<file path="src/rtl/dwp_pkg.sv">
package dwp_pkg;
  parameter int unsigned DATA_W = 32;
  localparam int unsigned ST_ARM_BIT = DATA_W - 1;
  localparam int unsigned LD_ARM_BIT = DATA_W - 2;

  typedef logic [DATA_W-1:0] word_t;

  // effective mask before truncation: mask field with upper bits forced to one
  function automatic word_t raw_mask(input word_t ctrl, input int unsigned mw);
    word_t field;
    field = (word_t'(1) << mw) - word_t'(1);
    return ctrl | ~field;
  endfunction

  // keep only the leading run of ones from the top bit down
  function automatic word_t trunc_mask(input word_t m);
    word_t r;
    logic  run;
    run = 1'b1;
    for (int b = DATA_W - 1; b >= 0; b--) begin
      run  = run & m[b];
      r[b] = run;
    end
    return r;
  endfunction

  function automatic logic in_region(input word_t a, input word_t base, input word_t m);
    return ((a ^ base) & m) == '0;
  endfunction
endpackage

</file>
<file path="src/rtl/dwp_entry.sv">
module dwp_entry
  import dwp_pkg::*;
#(
  parameter int unsigned MASK_W = 6
) (
  input  logic  clk,
  input  logic  rst_n,
  input  logic  wr_base,
  input  logic  wr_ctrl,
  input  word_t wdata,
  input  logic  acc_valid,
  input  logic  acc_is_store,
  input  word_t acc_addr,
  output word_t base_q,
  output word_t ctrl_q,
  output logic  st_arm,
  output logic  ld_arm,
  output logic  hit
);
  word_t eff_mask;
  logic  type_ok;

  always_ff @(posedge clk) begin
    if (!rst_n) begin
      base_q <= '0;
      ctrl_q <= '0;
    end else begin
      if (wr_base) base_q <= wdata;
      if (wr_ctrl) ctrl_q <= wdata;
    end
  end

  assign st_arm   = ctrl_q[ST_ARM_BIT];
  assign ld_arm   = ctrl_q[LD_ARM_BIT];
  assign eff_mask = trunc_mask(raw_mask(ctrl_q, MASK_W));
  assign type_ok  = acc_is_store ? st_arm : ld_arm;
  assign hit      = acc_valid & type_ok & in_region(acc_addr, base_q, eff_mask);
endmodule

</file>
<file path="src/rtl/dwp_first.sv">
module dwp_first #(
  parameter int unsigned N     = 4,
  parameter int unsigned IDX_W = 2
) (
  input  logic [N-1:0]     vec,
  output logic             any,
  output logic [IDX_W-1:0] idx
);
  always_comb begin
    any = 1'b0;
    idx = '0;
    for (int k = N - 1; k >= 0; k--) begin
      if (vec[k]) begin
        any = 1'b1;
        idx = IDX_W'(k);
      end
    end
  end
endmodule

</file>
<file path="src/rtl/dwp_unit.sv">
module dwp_unit
  import dwp_pkg::*;
#(
  parameter int unsigned N      = 4,
  parameter int unsigned MASK_W = 6,
  localparam int unsigned IDX_W = (N > 1) ? $clog2(N) : 1
) (
  input  logic              clk,
  input  logic              rst_n,
  input  logic              sr_wen,
  input  logic              sr_sel,
  input  logic [IDX_W-1:0]  sr_idx,
  input  logic [DATA_W-1:0] sr_wdata,
  input  logic              rd_sel,
  input  logic [IDX_W-1:0]  rd_idx,
  output logic [DATA_W-1:0] rd_data,
  input  logic              acc_valid,
  input  logic              acc_is_store,
  input  logic [DATA_W-1:0] acc_addr,
  output logic [N-1:0]      hit_vec,
  output logic              brk_req,
  output logic              cause_valid,
  output logic [IDX_W-1:0]  cause_idx
);
  word_t            base_arr [N];
  word_t            ctrl_arr [N];
  logic [N-1:0]     st_arm_vec;
  logic [N-1:0]     ld_arm_vec;
  logic [N*DATA_W-1:0] ctrl_flat;
  logic             any_hit;
  logic [IDX_W-1:0] first_idx;

  for (genvar i = 0; i < N; i++) begin : g_ent
    logic sel_me;
    assign sel_me = sr_wen && (sr_idx == IDX_W'(i));
    dwp_entry #(.MASK_W(MASK_W)) u_ent (
      .clk         (clk),
      .rst_n       (rst_n),
      .wr_base     (sel_me && !sr_sel),
      .wr_ctrl     (sel_me && sr_sel),
      .wdata       (sr_wdata),
      .acc_valid   (acc_valid),
      .acc_is_store(acc_is_store),
      .acc_addr    (acc_addr),
      .base_q      (base_arr[i]),
      .ctrl_q      (ctrl_arr[i]),
      .st_arm      (st_arm_vec[i]),
      .ld_arm      (ld_arm_vec[i]),
      .hit         (hit_vec[i])
    );
    assign ctrl_flat[i*DATA_W +: DATA_W] = ctrl_arr[i];
  end

  dwp_first #(.N(N), .IDX_W(IDX_W)) u_first (
    .vec(hit_vec),
    .any(any_hit),
    .idx(first_idx)
  );

  assign brk_req = any_hit;

  always_comb begin
    rd_data = '0;
    for (int k = 0; k < N; k++) begin
      if (rd_idx == IDX_W'(k)) rd_data = rd_sel ? ctrl_arr[k] : base_arr[k];
    end
  end

  always_ff @(posedge clk) begin
    if (!rst_n) begin
      cause_valid <= 1'b0;
      cause_idx   <= '0;
    end else begin
      cause_valid <= any_hit;
      if (any_hit) cause_idx <= first_idx;
    end
  end
endmodule

</file>
<file path="config.mk">
export PLATFORM = sky130hd
export DESIGN_NAME = dwp_unit
export DESIGN_NICKNAME = d
export VERILOG_FILES = /design/src/rtl/dwp_pkg.sv /design/src/rtl/dwp_entry.sv /design/src/rtl/dwp_first.sv /design/src/rtl/dwp_unit.sv
export SDC_FILE = /design/constraint.sdc
export NUM_CORES = 1
export LEC_CHECK = 0
export ABC_AREA = 1
export BUFFER_PORTS_ARGS = -buffer_cell sky130_fd_sc_hd__buf_2
export CAP_MARGIN = 0
export CORE_MARGIN = 8
export CORE_UTILIZATION = 45
export DETAILED_ROUTE_END_ITERATION = 7
export SETUP_SLACK_MARGIN = 0.4
export SYNTH_ARGS = -nofsm -noshare
export SYNTH_HDL_FRONTEND = slang
export SYNTH_SLANG_ARGS = --single-unit
export TNS_END_PERCENT = 30
</file>
<file path="constraint.sdc">
create_clock -name clk -period 3.7 [get_ports clk]
set_clock_uncertainty 0.1 [all_clocks]
set_input_delay 0.185 -clock clk [delete_from_list [all_inputs] [get_ports clk]]
set_output_delay 0.185 -clock clk [all_outputs]
set_load 0.02 [all_outputs]
</file>
[After elaboration in Yosys (flattened, before gate mapping)]
Cells that the tools add are included.
Storage, ports and cells
  word-level logic and storage cells: 91
  bits in read-only memories: 0
  memories: 0
  bits of input ports: 75
  latch bits: 0
  bits in registers: 259
  bits in writable memories: 0
Operators by class
  $add $sub $neg: 0
  equality and inequality tests: 6
  bitwise gates (word level): 36
  mux-type cells: 20
  reductions and logical operators: 19
  div/mod/pow operators: 0
  order comparisons: 0
  shifts and indexed selects: 0
  multiply operators: 0
Operator list (count)
  $mux 32: 8
  $and 32x32->32: 4
  $logic_not 32->1: 4
  $xor 32x32->32: 4
  $and 1x1->1: 28
  $logic_and 1x1->1: 12
  $eq 2x2->1 const B: 4
  $mux 1: 8
  $mux 2: 4
  $eq 2x1->1 const B: 2
  $logic_not 2->1: 2
  $logic_not 1->1: 1

[Longest topological paths before layout]
Gate-level depths: netlist (run 1).
  depth after elaboration: 12
  gate-level depth with buffers: 14

[By module]
From an unflattened synthesis (run 1), not the netlist that was laid out.
Second synthesis, totals
  cell total of the unflattened synthesis: 2307
  area total of the unflattened synthesis: 14042.2 um^2
By module, submodules not included
  dwp_entry: area an instance 2793.9 um^2, instances 4, cells each 407, seq. area each 1281.2 um^2
  dwp_unit: area an instance 2830.2 um^2, instances 1, cells each 671, seq. area each 60.1 um^2
  dwp_first: area an instance 36.3 um^2, instances 1, cells each 8, seq. area each 0.0 um^2

[Worst setup path before layout (run 1)]
Ideal clock, no wire load.
  path type: input -> output
  from: input rd_idx[1]
  to: output rd_data[17]
  stages: 4
  buffers on the path: 1
  data arrival time: 1.361 ns
  slack: 2.054 ns
  path through: nor2_2 clkbuf_1 a211oi_1 o31ai_1
Between the ends
  word-level cells in the longest chain between the ends: 5
  elaborated cells on any way between the ends: 8
RTL lines
  start: declaration: RTL line dwp_unit.sv:15  | input logic [IDX_W-1:0] rd_idx,
  $logic_not 2->1: RTL line dwp_unit.sv:65  | if (rd_idx == IDX_W'(k)) rd_data = rd_sel ? ctrl_arr[k] : base_arr[k];
  $mux 32 (3 in series): RTL line dwp_unit.sv:65
  $mux 32 (*): RTL line dwp_unit.sv:65
  end: declaration: RTL line dwp_unit.sv:16  | output logic [DATA_W-1:0] rd_data,
Every way passes the cells marked *; elsewhere a longest branch is shown, timed or not.

[Final worst setup path (run 1)]
  from: register g_ent[3].u_ent.ctrl_q[4]
  to: output brk_req
Between the ends
  word-level cells in the longest chain between the ends: 12
RTL lines
  start: declaration: RTL line dwp_entry.sv:15  | output word_t ctrl_q,
  start signal: assignment: RTL line dwp_entry.sv:29  | if (wr_ctrl) ctrl_q <= wdata;
  $and 1x1->1 (*): RTL line dwp_pkg.sv:21  | run = run & m[b];
  $and 1x1->1 (4 in series): RTL line dwp_pkg.sv:21
  $and 32x32->32 (*): RTL line dwp_pkg.sv:28  | return ((a ^ base) & m) == '0;
  $logic_not 32->1 (*): RTL line dwp_pkg.sv:28
  $and 1x1->1 (*): RTL line dwp_entry.sv:37  | assign hit = acc_valid & type_ok & in_region(acc_addr, base_q, eff_mask);
  $mux 1 (*) (4 in series): RTL line dwp_first.sv:13  | if (vec[k]) begin
  end: declaration: RTL line dwp_unit.sv:21  | output logic brk_req,
Marked as above.

==> summary.md, run 1 <==
| Metric | Value |
|---|---|
| Switching part of the total | 0.2859 |
| Max_slew headroom | 0.2924 |
| Synth Area in Simple Gates | 0.2208 |
| First-pass DRT Iterations | 6 |
| Largest net degree at the start of global routing | 144 |
| Yosys top cell by area | dfxtp_1 |
| Clk network pwr share | 0.438 |
| Initial Utilization | 0.4552 |
| Fin nets | ~2300 |
| Status | finished, final reports clean |
| Hold path startpoint | sr_idx[1] |
| Critical R2R Launch | g_ent[3].u_ent.ctrl_q[4]$_SDFFE_PN0P_ |
| Antenna-violating nets left | 0 |
| Critical path type | reg -> out |
| Die width | 191.4 µm |
| Maximum Capacitance Violations | 0 |
| Worst EP arrival | ~2600 ps |
| Insertion delay to the later sink of the worst-skew pair | between 500 and 600 ps |
| Slew at the pin closest to its max-slew limit | 1061 ps |
| IO Count | ~120 |
| Routed vias/inst | around 5.7 |
| CTS buffer count | 31 |
| RD Place Congestion | 1.001 |
| Cell internal pwr | between 5 and 6 mW |
| Synth Area in Compound Gates | 0.2732 |
| Hold Path Class | in -> reg |
| Root buffer cell | clkbuf_16 |
| Leak pwr | about 6.5 nW |
| Distinct cells, synth | 39 |
| First-pass GRT wire length | 85930 µm |
| Die height | roughly 190 µm |
| Vias in the first global route | approximately 14000 |
| Grt total ovfl | 0 |
| Critical-path cell list | nand2_1, nor3b_1, nand2_1, nand3_1, nand2_1, nor2_1, inv_1, buf_2 |
| Crit-path slowest cell | nor3b_1 |
| CP required | about 3400 ps |
| DPL Wire Length | between 40000 and 50000 µm |
| Reg clk slew, reported paths | 60 ps |
| Post-synth EDFFs | 0 |
| Sequential area share after synthesis | 0.3743 |
| Gate Count Post-Synth | roughly 2100 |
| Synth Register Bits | about 260 |
| Adder-cell share of the synthesized area | 0 |
| Clock tree from TritonCTS | done |
| Total Routed Length | 58030 µm |
| Syn_area_per_cell | around 6.5 µm² |
| Post-synth top area share | 0.3743 |
| Initial antenna violation count | 0 |
| Drt wl/cell | roughly 22 µm |
| Row count | between 60 and 70 |
| Yosys warnings | 0 |
| FMAX | roughly 0.35 GHz |
| DR vias | about 15000 |
| Unrepaired setup endpoints after global routing | false |
| Core footprint | 30430 µm² |
| Final Hold Viols | 0 |
| Crit path capture type | output pin |
| Maximum vdd drop | between 0.3 and 0.4 mV |
| Commonest non-fill, non-tap cell in the layout | nand2_1 |
| Max stage delay on crit path | roughly 750 ps |
| Async set-reset flop share out of synthesis | 0 |
| Combinational power share | 0.143 |
| Power Total | roughly 7.1 mW |
| Critical Path Start Type | flop |
| Clock sinks | 259 |
| Commonest cells after routing, fill and taps aside | 387 x nand2_1, 349 x o21ai_0, 259 x dfxtp_1 |
| Synth top area cells | dfxtp_1 37%, o21ai_0 13%, nand2_1 11%, a21oi_1 9.1%, nor2_1 6.9% |
| Worst Setup SP | g_ent[3].u_ent.ctrl_q[4]$_SDFFE_PN0P_ |
| Net Switching | between 2 and 2.5 mW |
| Clk buf depth | 3 |
| Period utilization | 0.7761 |
| Layout cells sized above 1 | 0.09682 |
| Mapped Area | ~14000 µm² |
| Combinational family with the most area after synthesis | compound AO/OA/AOI/OAI gates |
| PD cells | 443.8 nW/µm² |
| Layout area overhead | 14.93% |
| H-tree levels | 1 |
| # diodes | 0 |
| DR iter-0 viols | ~1800 |
| Final setup vio count | 0 |
| Flop pwr share | 0.418 |
| Max-slew violation count | 0 |
| Post_cts resized | 0 |
| Most used DFF post-synth | dfxtp_1 |
| Final setup TNS | 0 ps |
| Syn nets | between 2000 and 2500 |
| Crit-path most repeated cell | nand2_1 |
| XOR/XNOR share of the synthesized area | 0.01897 |
| Port Buf Inserts | ~110 |
| Die area | about 37000 µm² |
| # DRC | 0 |
| Multiplexer share of the synthesized area | 0 |
| Maximum fanout along the worst path | 4 |
| Final Critical Period | 2872 ps |
| Total GRT Usage | 0.3088 |
==> sequential cells by signal (all words and copies together) (netlist names) <==
register,cells
cause_idx,2
cause_valid,1
g_ent.u_ent.base_q,128
g_ent.u_ent.ctrl_q,128
==> layer usage <==
| metal | wire (µm) | GRT usage | part of all wire |
|---|---|---|---|
| met1 | 25870 | 0.4326 | 0.45 |
| met4 | 1694 | 0.08999 | 0.029 |
| met2 | 24690 | 0.4655 | 0.43 |
| met3 | 5761 | 0.07187 | 0.099 |
| met5 | 0 | 0 | 0 |
==> synth_stat cells, types with 4 or more instances <==
cell type and number:
a221oi_1 24, nand2_1 389, xnor2_1 29, inv_2 14
inv_1 251, o31ai_1 9, a21oi_1 253, a211oi_1 4
o32ai_1 4, buf_4 5, nand3_1 48, o211ai_1 27
o21ai_0 349, o2111ai_1 19, o22ai_1 4, nand4_1 36
nor3_1 7, dfxtp_1 259, nor2_1 256, clkbuf_1 96
nor2_2 5, buf_2 21
==> stage by stage <==
step / utilization / worst slack, ps / instance area, µm² / hold slack [ps] / cells
2_1_floorplan: - / 2054 / 13850 / 219.9 / 2140
6_report: 0.5232 / 828.3 / 15920 / 39.72 / 2627
4_1_cts: 0.5232 / 952.6 / 15920 / 20.81 / 2627
3_3_place_gp: 0.4790 / 1362 / 14580 / 329.7 / 2540
3_5_place_dp: 0.4790 / 1313 / 14580 / 336.3 / 2540
5_1_grt: 0.5232 / 607.7 / 15920 / 52.85 / 2627
==> final timing paths <==
check                                           end  slack, ps  cells past startpoint
min reg2reg  g_ent[0].u_ent.ctrl_q[21]$_SDFFE_PN0P_        340                      2
min           g_ent[1].u_ent.ctrl_q[3]$_SDFFE_PN0P_         40                      4
max reg2reg                  cause_valid$_SDFF_PN0_       1640                      7
max                                         brk_req        830                      8
==> area by class of cell <==
class	count	area, µm²
Clock buffer	45	888.4
Clock inverter	10	135.1
Fill cell	3159	14510
Inverter	267	1003
Multi-Input combinational cell	1484	7139
Sequential cell	259	5185
Tap cell	396	495.5
Timing Repair Buffer	166	1072
==> cells by family after synthesis <==
group	after synthesis
flops	259
buf+inv	397
simple gates	756
compound gates	698
xor+xnor	30
==> critical path, delay by kind of cell, from the launching register on <==
kind          cells  cell delay [ps]
flops             1              400
simple gates      6             1420
buf+inv           2              200
==> what timing repair did <==
item                      4_1_cts  5_1_grt
buffers inserted                0        0
hold endpoints to repair      254        0
hold buffers                   32        0
==> power by group through the flow <==
stage / sequential (mW) / combinational (mW) / clock [mW]
2_1_floorplan: 2.99 / 0.580 / 0
3_3_place_gp: 3.01 / 0.956 / 0
3_5_place_dp: 3.01 / 0.963 / 0
4_1_cts: 2.95 / 0.991 / 3.12
5_1_grt: 2.96 / 1.10 / 3.24
6_report: 2.96 / 1.01 / 3.10
Power figures use the tool's default switching activity.
==> run 2: changes to the inputs <==
==> constraint.sdc (replaced) <==
create_clock -name clk -period 2.7 [get_ports clk]
set_clock_uncertainty 0.1 [all_clocks]
set_input_delay 0.135 -clock clk [delete_from_list [all_inputs] [get_ports clk]]
set_output_delay 0.135 -clock clk [all_outputs]
set_load 0.02 [all_outputs]
==> summary.md, run 2 (same netlist as run 1, synthesis figures left out) <==
| Metric | Value |
|---|---|
| IO Count | 115 (unchanged) |
| Vias in the first global route | 14130 (+2.7%) |
| CP required | 2470 ps (-940 ps) |
| Critical R2R Launch | g_ent[1].u_ent.base_q[13]$_SDFFE_PN0P_ |
| Initial antenna violation count | 0 (unchanged) |
| Hold path startpoint | sr_sel |
| Fin nets | 2330 (+2.0%) |
| Initial Utilization | 0.4552 (unchanged) |
| FMAX | 0.4182 GHz |
| Critical path type | reg -> out |
| Layout cells sized above 1 | 0.1617 (+0.06487) |
| H-tree levels | 1 (unchanged) |
| Die area | 36650 µm² (unchanged) |
| Die width | 191.4 µm (unchanged) |
| Commonest cells after routing, fill and taps aside | 352 x nand2_1, 343 x o21ai_0, 251 x a21oi_1 |
| Maximum fanout along the worst path | 3 (-1) |
| Hold path depth | 3 (-1) |
| Final Non-Filler Cells | 2672 (+1.7%) |
| Critical Path Start Type | flop |
| Unrepaired setup endpoints after global routing | true |
| Reg2reg end | g_ent[1].u_ent.base_q[13]$_SDFFE_PN0P_ |
| Max stage delay on crit path | 380 ps (-370 ps) |
| Hold Path Class | in -> reg |
| Flop pwr share | 0.420 (+0.002) |
| # diodes | 0 (unchanged) |
| Combinational power share | 0.152 (+0.009) |
| Switching part of the total | 0.2892 (+0.003276) |
| WP buf/inv | 2 (unchanged) |
| Regs by FF count | g_ent.u_ent.base_q (128), g_ent.u_ent.ctrl_q (128), cause_idx (2) |
| Insertion delay to the later sink of the worst-skew pair | 560 ps (about the same) |
| Die height | 191.4 µm (unchanged) |
| Grt total ovfl | 0 (unchanged) |
| Antenna-violating nets left | 0 (unchanged) |
| Slew at the pin closest to its max-slew limit | 954.3 ps (-107.1 ps) |
| CTS buffer count | 29 (-6.5%) |
| Leak pwr | 6.753 nW (+4.4%) |
| Port Buf Inserts | 114 (unchanged) |
| RD Place Congestion | 1.066 (+6.5%) |
| Maximum vdd drop | 0.4398 mV (+43%) |
| CP Depth | 10 (+2) |
| Max_slew headroom | 0.3628 (+0.07046) |
| Multi-input gate area | 7387 µm² (+3.5%) |
| Critical-path cell list | xnor2_1, nand4_1, nor2_1, nand2_1, nor2_1, nand3_2, nand2_2, nor2_4, inv_2, buf_6 |
| Placed Cells | 2548 (+0.31%) |
| Worst EP arrival | 2160 ps (-430 ps) |
| Period utilization | 0.8856 |
| Core footprint | 30430 µm² (unchanged) |
| R2R Setup Slk | 330 ps (-1310 ps) |
| Register area | 5240 µm² (+1.1%) |
| Total GRT Usage | 0.3170 (+0.008155) |
| First-pass GRT wire length | 88640 µm (+3.1%) |
| DR vias | 15360 (+3.3%) |
| FF-to-FF path depth | 16 (+9) |
| Drt wl/cell | 22.22 µm (+0.60%) |
| Worst Hold Path EP | g_ent[1].u_ent.ctrl_q[22]$_SDFFE_PN0P_ |
| Final setup TNS | 0 ps (unchanged) |
| DPL Wire Length | 42680 µm (+1.9%) |
| First-pass DRT Iterations | 5 (-1) |
| Net Switching | 2.792 mW (+38%) |
| PD cells | 580.9 nW/µm² (+31%) |
| Crit-path most repeated cell | nor2_1 |
| Layout area overhead | 19.98% |
| Routed vias/inst | 5.749 (+1.5%) |
| Clk network pwr share | 0.427 (-0.011) |
| Max-slew violation count | 0 (unchanged) |
| Final Hold Viols | 0 (unchanged) |
| Row count | 64 (unchanged) |
| Root buffer cell | clkbuf_16 |
| Final setup vio count | 0 (unchanged) |
| Total Routed Length | 59370 µm (+2.3%) |
| Commonest non-fill, non-tap cell in the layout | nand2_1 |
| Critical path's top delay family | simple AND/OR/NAND/NOR gates |
| # DRC | 0 (unchanged) |
| Maximum Capacitance Violations | 0 (unchanged) |
| Clock sinks | 259 (unchanged) |
| Cell internal pwr | 6.862 mW (+36%) |
| Crit path capture type | output pin |
| Final Critical Period | ~2400 ps |
| Reg clk slew, reported paths | 60 ps (about the same) |
| Largest net degree at the start of global routing | 101 (-30%) |
| Fillers | 3117 (-1.3%) |
| Status | finished, final reports clean |
| Crit-path slowest cell | xnor2_1 |
| Clk buf depth | 3 (unchanged) |
| DR iter-0 viols | 1818 (-0.49%) |
| Clock tree from TritonCTS | done |
==> run 2: through the flow <==
step | cell area (µm²) | util | setup slack, ps | power (mW) | hold WS, ps
global placement | 14690 | 0.4826 | 642.8 | 5.450 | 331.9
floorplan | 13850 | - | 1154 | 4.893 | 169.9
CTS | 16550 | 0.5438 | 360.4 | 9.631 | 3.754
finish | 16620 | 0.5461 | 308.8 | 9.654 | 34.16
detailed placement | 14690 | 0.4826 | 608.1 | 5.459 | 337.3
global route | 16620 | 0.5461 | 200.7 | 9.977 | 38.90
==> run 2: what timing repair did <==
item                                   in CTS  in global routing
endpoints found under the hold margin     256                  0
buffers inserted                           31                  2
hold buffers                               39                  0
resized for setup                         109                 30
pin swaps                                  26                 15
setup endpoints to repair                   5                  6
cloned                                      0                  0
==> run 2: tightest hold or removal path, cell delays in order <==
cell and delay, ps:
buf_2 280, nand3_1 160, a21oi_1 60
==> run 2: final cells by class <==
| class | instances | share of cell area |
|---|---|---|
| multi-input cells | 1484 | 0.4445 |
| flip-flops and latches | 259 | 0.3153 |
| repair buffers | 214 | 0.09125 |
| inverters | 267 | 0.06068 |
| clock buffers | 44 | 0.05127 |
| well taps | 396 | 0.02981 |
| clock inverters | 8 | 0.007153 |
==> run 2: layer usage <==
layer | GRT usage | share of wire | vias to the layer above
li1 | - | - | 7312
met1 | 0.4542 | 0.45 | 7167
met2 | 0.4816 | 0.43 | 758
met3 | 0.04761 | 0.090 | 124
met4 | 0.09917 | 0.033 | 0
met5 | 0 | 0 | -
==> run 2: worst max-delay path by stage <==
stage,slack [ps],endpoint,start
2_1_floorplan,1150,rd_data[17],rd_idx[1]
3_3_place_gp,640,g_ent[0].u_ent.base_q[23]$_SDFFE_PN0P_,sr_sel
3_5_place_dp,610,g_ent[0].u_ent.base_q[31]$_SDFFE_PN0P_,sr_sel
4_1_cts,360,brk_req,g_ent[1].u_ent.base_q[13]$_SDFFE_PN0P_
5_1_grt,200,brk_req,g_ent[0].u_ent.base_q[0]$_SDFFE_PN0P_
6_report,310,brk_req,g_ent[1].u_ent.base_q[18]$_SDFFE_PN0P_
==> run 2: power groups by stage <==
| stage | sequential (mW) | combinational [mW] | clock [mW] |
|---|---|---|---|
| floorplan | 4.10 | 0.795 | 0 |
| global placement | 4.13 | 1.32 | 0 |
| detailed placement | 4.13 | 1.33 | 0 |
| CTS | 4.05 | 1.43 | 4.15 |
| global route | 4.07 | 1.59 | 4.32 |
| finish | 4.06 | 1.47 | 4.13 |
==> run 3: changes to the inputs <==
--- a/config.mk
+++ b/config.mk
@@ -11,7 +11,7 @@
 export CORE_MARGIN = 8
 export CORE_UTILIZATION = 45
 export DETAILED_ROUTE_END_ITERATION = 7
-export SETUP_SLACK_MARGIN = 0.4
+export SETUP_SLACK_MARGIN = 0.02
 export SYNTH_ARGS = -nofsm -noshare
 export SYNTH_HDL_FRONTEND = slang
 export SYNTH_SLANG_ARGS = --single-unit
==> summary.md, run 3 (same netlist as run 1, synthesis figures left out) <==
| Metric | Value |
|---|---|
| Status | finished, final reports clean |
| Antenna-violating nets left | 0 (unchanged) |
| Placed Cells | 2548 (unchanged) |
| Met3 WL post-DR | 5678 µm (+5.9%) |
| Routed vias/inst | 5.712 (-0.64%) |
| FMAX | 0.3904 GHz (-6.6%) |
| CTS buffer count | 29 (unchanged) |
| Hold Path Class | in -> reg |
| DPL Wire Length | 42680 µm (unchanged) |
| Die height | 191.4 µm (unchanged) |
| # diodes | 0 (unchanged) |
| Critical Path Start Type | flop |
| First-pass DRT Iterations | 7 (+2) |
| Leak pwr | 6.536 nW (-3.2%) |
| Reg2reg end | cause_idx[0]$_SDFFE_PN0P_ |
| Drt wl/cell | 22.23 µm (about the same) |
| Commonest cells after routing, fill and taps aside | 387 x nand2_1, 348 x o21ai_0, 258 x dfxtp_1 |
| PD cells | 596.8 nW/µm² (+2.7%) |
| Insertion delay to the later sink of the worst-skew pair | 560 ps (about the same) |
| Final setup vio count | 0 (unchanged) |
| Max_slew headroom | 0.3602 (-0.002612) |
| Fin nets | 2297 (-1.4%) |
| Crit path capture type | output pin |
| Hold path depth | 5 (+2) |
| CP required | 2470 ps (about the same) |
| Highest metal used | met4 |
| IO Count | 115 (unchanged) |
| Placed cell area | 14690 µm² (unchanged) |
| DR vias | 15070 (-1.9%) |
| Worst EP arrival | 2330 ps (+170 ps) |
| Root buffer cell | clkbuf_16 |
| Die area | 36650 µm² (unchanged) |
| Maximum fanout along the worst path | 3 (unchanged) |
| Total GRT Usage | 0.3128 (-0.004204) |
| Final Cell Area | 16080 µm² (-3.2%) |
| Maximum Capacitance Violations | 0 (unchanged) |
| Final setup TNS | 0 ps (unchanged) |
| Critical R2R Launch | g_ent[3].u_ent.base_q[4]$_SDFFE_PN0P_ |
| Clock tree from TritonCTS | done |
| R2R Setup Slk | 800 ps (+470 ps) |
| Wire length on met2 | 25340 µm (-0.87%) |
| Unrepaired setup endpoints after global routing | false |
| RD Place Congestion | 1.066 (unchanged) |
| Slew at the pin closest to its max-slew limit | 958.3 ps (+3.913 ps) |
| Clock sinks | 259 (unchanged) |
| Final Hold Viols | 0 (unchanged) |
| Layout cells sized above 1 | 0.1025 (-0.05915) |
| Initial antenna violation count | 0 (unchanged) |
| Final Non-Filler Cells | 2639 (-1.2%) |
| Clk buf depth | 3 (unchanged) |
| Vias in the first global route | 13820 (-2.2%) |
| # DRC | 0 (unchanged) |
| Port Buf Inserts | 114 (unchanged) |
| Die width | 191.4 µm (unchanged) |
| Worst Hold Path EP | g_ent[2].u_ent.base_q[0]$_SDFFE_PN0P_ |
| Row count | 64 (unchanged) |
| Hold Slack | 55.76 ps (+21.60 ps) |
| Maximum vdd drop | 0.4425 mV (+0.61%) |
| Max-slew violation count | 0 (unchanged) |
| FF-to-FF path depth | 11 (-5) |
| Reg clk slew, reported paths | 60 ps (about the same) |
| Hold path startpoint | sr_wen |
| Regs by FF count | g_ent.u_ent.base_q (128), g_ent.u_ent.ctrl_q (128), cause_idx (2) |
| Critical path type | reg -> out |
| Power Total | 9.596 mW (-0.60%) |
| Total Routed Length | 58660 µm (-1.2%) |
| Core footprint | 30430 µm² (unchanged) |
| Layout area overhead | 16.10% |
| First-pass GRT wire length | 87460 µm (-1.3%) |
| Setup bufs post-CTS | 0 (-100%) |
| H-tree levels | 1 (unchanged) |
| Largest net degree at the start of global routing | 101 (unchanged) |
| DR iter-0 viols | 1809 (-0.50%) |
| Final Critical Period | 2561 ps (+170.2 ps) |
| Period utilization | 0.9487 (+0.06302) |
| Initial Utilization | 0.4552 (unchanged) |
| Commonest non-fill, non-tap cell in the layout | nand2_1 |
| Grt total ovfl | 0 (unchanged) |
| Wire length on met1 | 25990 µm (-1.8%) |
[run 3: cell types whose count changed in the layout (fill, tap and decap cells not counted), moves of 13 or more]
| cell | previous run | this run |
|---|---|---|
| dfxtp_2 | 35 | 1 |
| inv_2 | 27 | 14 |
| nand2_1 | 352 | 387 |
| inv_1 | 235 | 250 |
| buf_4 | 54 | 22 |
| nand2_2 | 36 | 4 |
| dfxtp_1 | 221 | 258 |
[run 3: through the flow]
step	utilization	worst slack [ps]
final	0.5285	138.6
after global routing	0.5285	20.35
after CTS	0.5273	80.91
after detailed placement	0.4826	608.1
after global placement	0.4826	642.8
after floorplan	-	1154
[run 3: critical path: stages, from the launching register on]
cell	delay (ps)
dfxtp_1	390
inv_1	100
nand2_1	180
o21ai_0	220
nor3_1	240
nand2_1	80
nor2_1	90
nand3_1	130
nand2_1	90
nor2_1	60
inv_1	50
buf_2	150
[run 3: cell type report]
type                            instances  area [µm²]
Clock inverter                          8       118.9
Inverter                              267        1003
Sequential cell                       259        5186
Tap cell                              396       495.5
Fill cell                            3160       14350
Clock buffer                           44       852.1
Timing Repair Buffer                  181        1252
Multi-Input combinational cell       1484        7172
[run 3: where the power goes]
group / leakage [nW] / switching, mW / internal [mW]
Clock: 0.480 / 1.69 / 2.45
Sequential: 2.11 / 0.0971 / 3.96
Combinational: 3.95 / 0.987 / 0.422
[run 3: repair_timing]
| action | 4_1_cts | 5_1_grt |
|---|---|---|
| hold endpoints to repair | 256 | 0 |
| resized for setup | 0 | 10 |
| endpoints found under the setup margin | 0 | 2 |
| hold buffers | 39 | 0 |
[run 3: how the worst max path moves through the flow]
stage | startpoint | to | slack [ps] | depth (start not counted)
finish | g_ent[1].u_ent.base_q[24]$_SDFFE_PN0P_ | brk_req | 140 | 11
global route | g_ent[0].u_ent.base_q[0]$_SDFFE_PN0P_ | brk_req | 20 | 12
CTS | g_ent[2].u_ent.base_q[0]$_SDFFE_PN0P_ | brk_req | 80 | 12
detailed placement | sr_sel | g_ent[0].u_ent.base_q[31]$_SDFFE_PN0P_ | 610 | 6
global placement | sr_sel | g_ent[0].u_ent.base_q[23]$_SDFFE_PN0P_ | 640 | 6
floorplan | rd_idx[1] | rd_data[17] | 1150 | 4
[run 3: per-layer routing]
| metal | GRT usage | vias up |
|---|---|---|
| met5 | 0 | - |
| met2 | 0.4761 | 740 |
| met1 | 0.4524 | 6990 |
| li1 | - | 7234 |
| met4 | 0.08792 | 0 |
| met3 | 0.04487 | 110 |
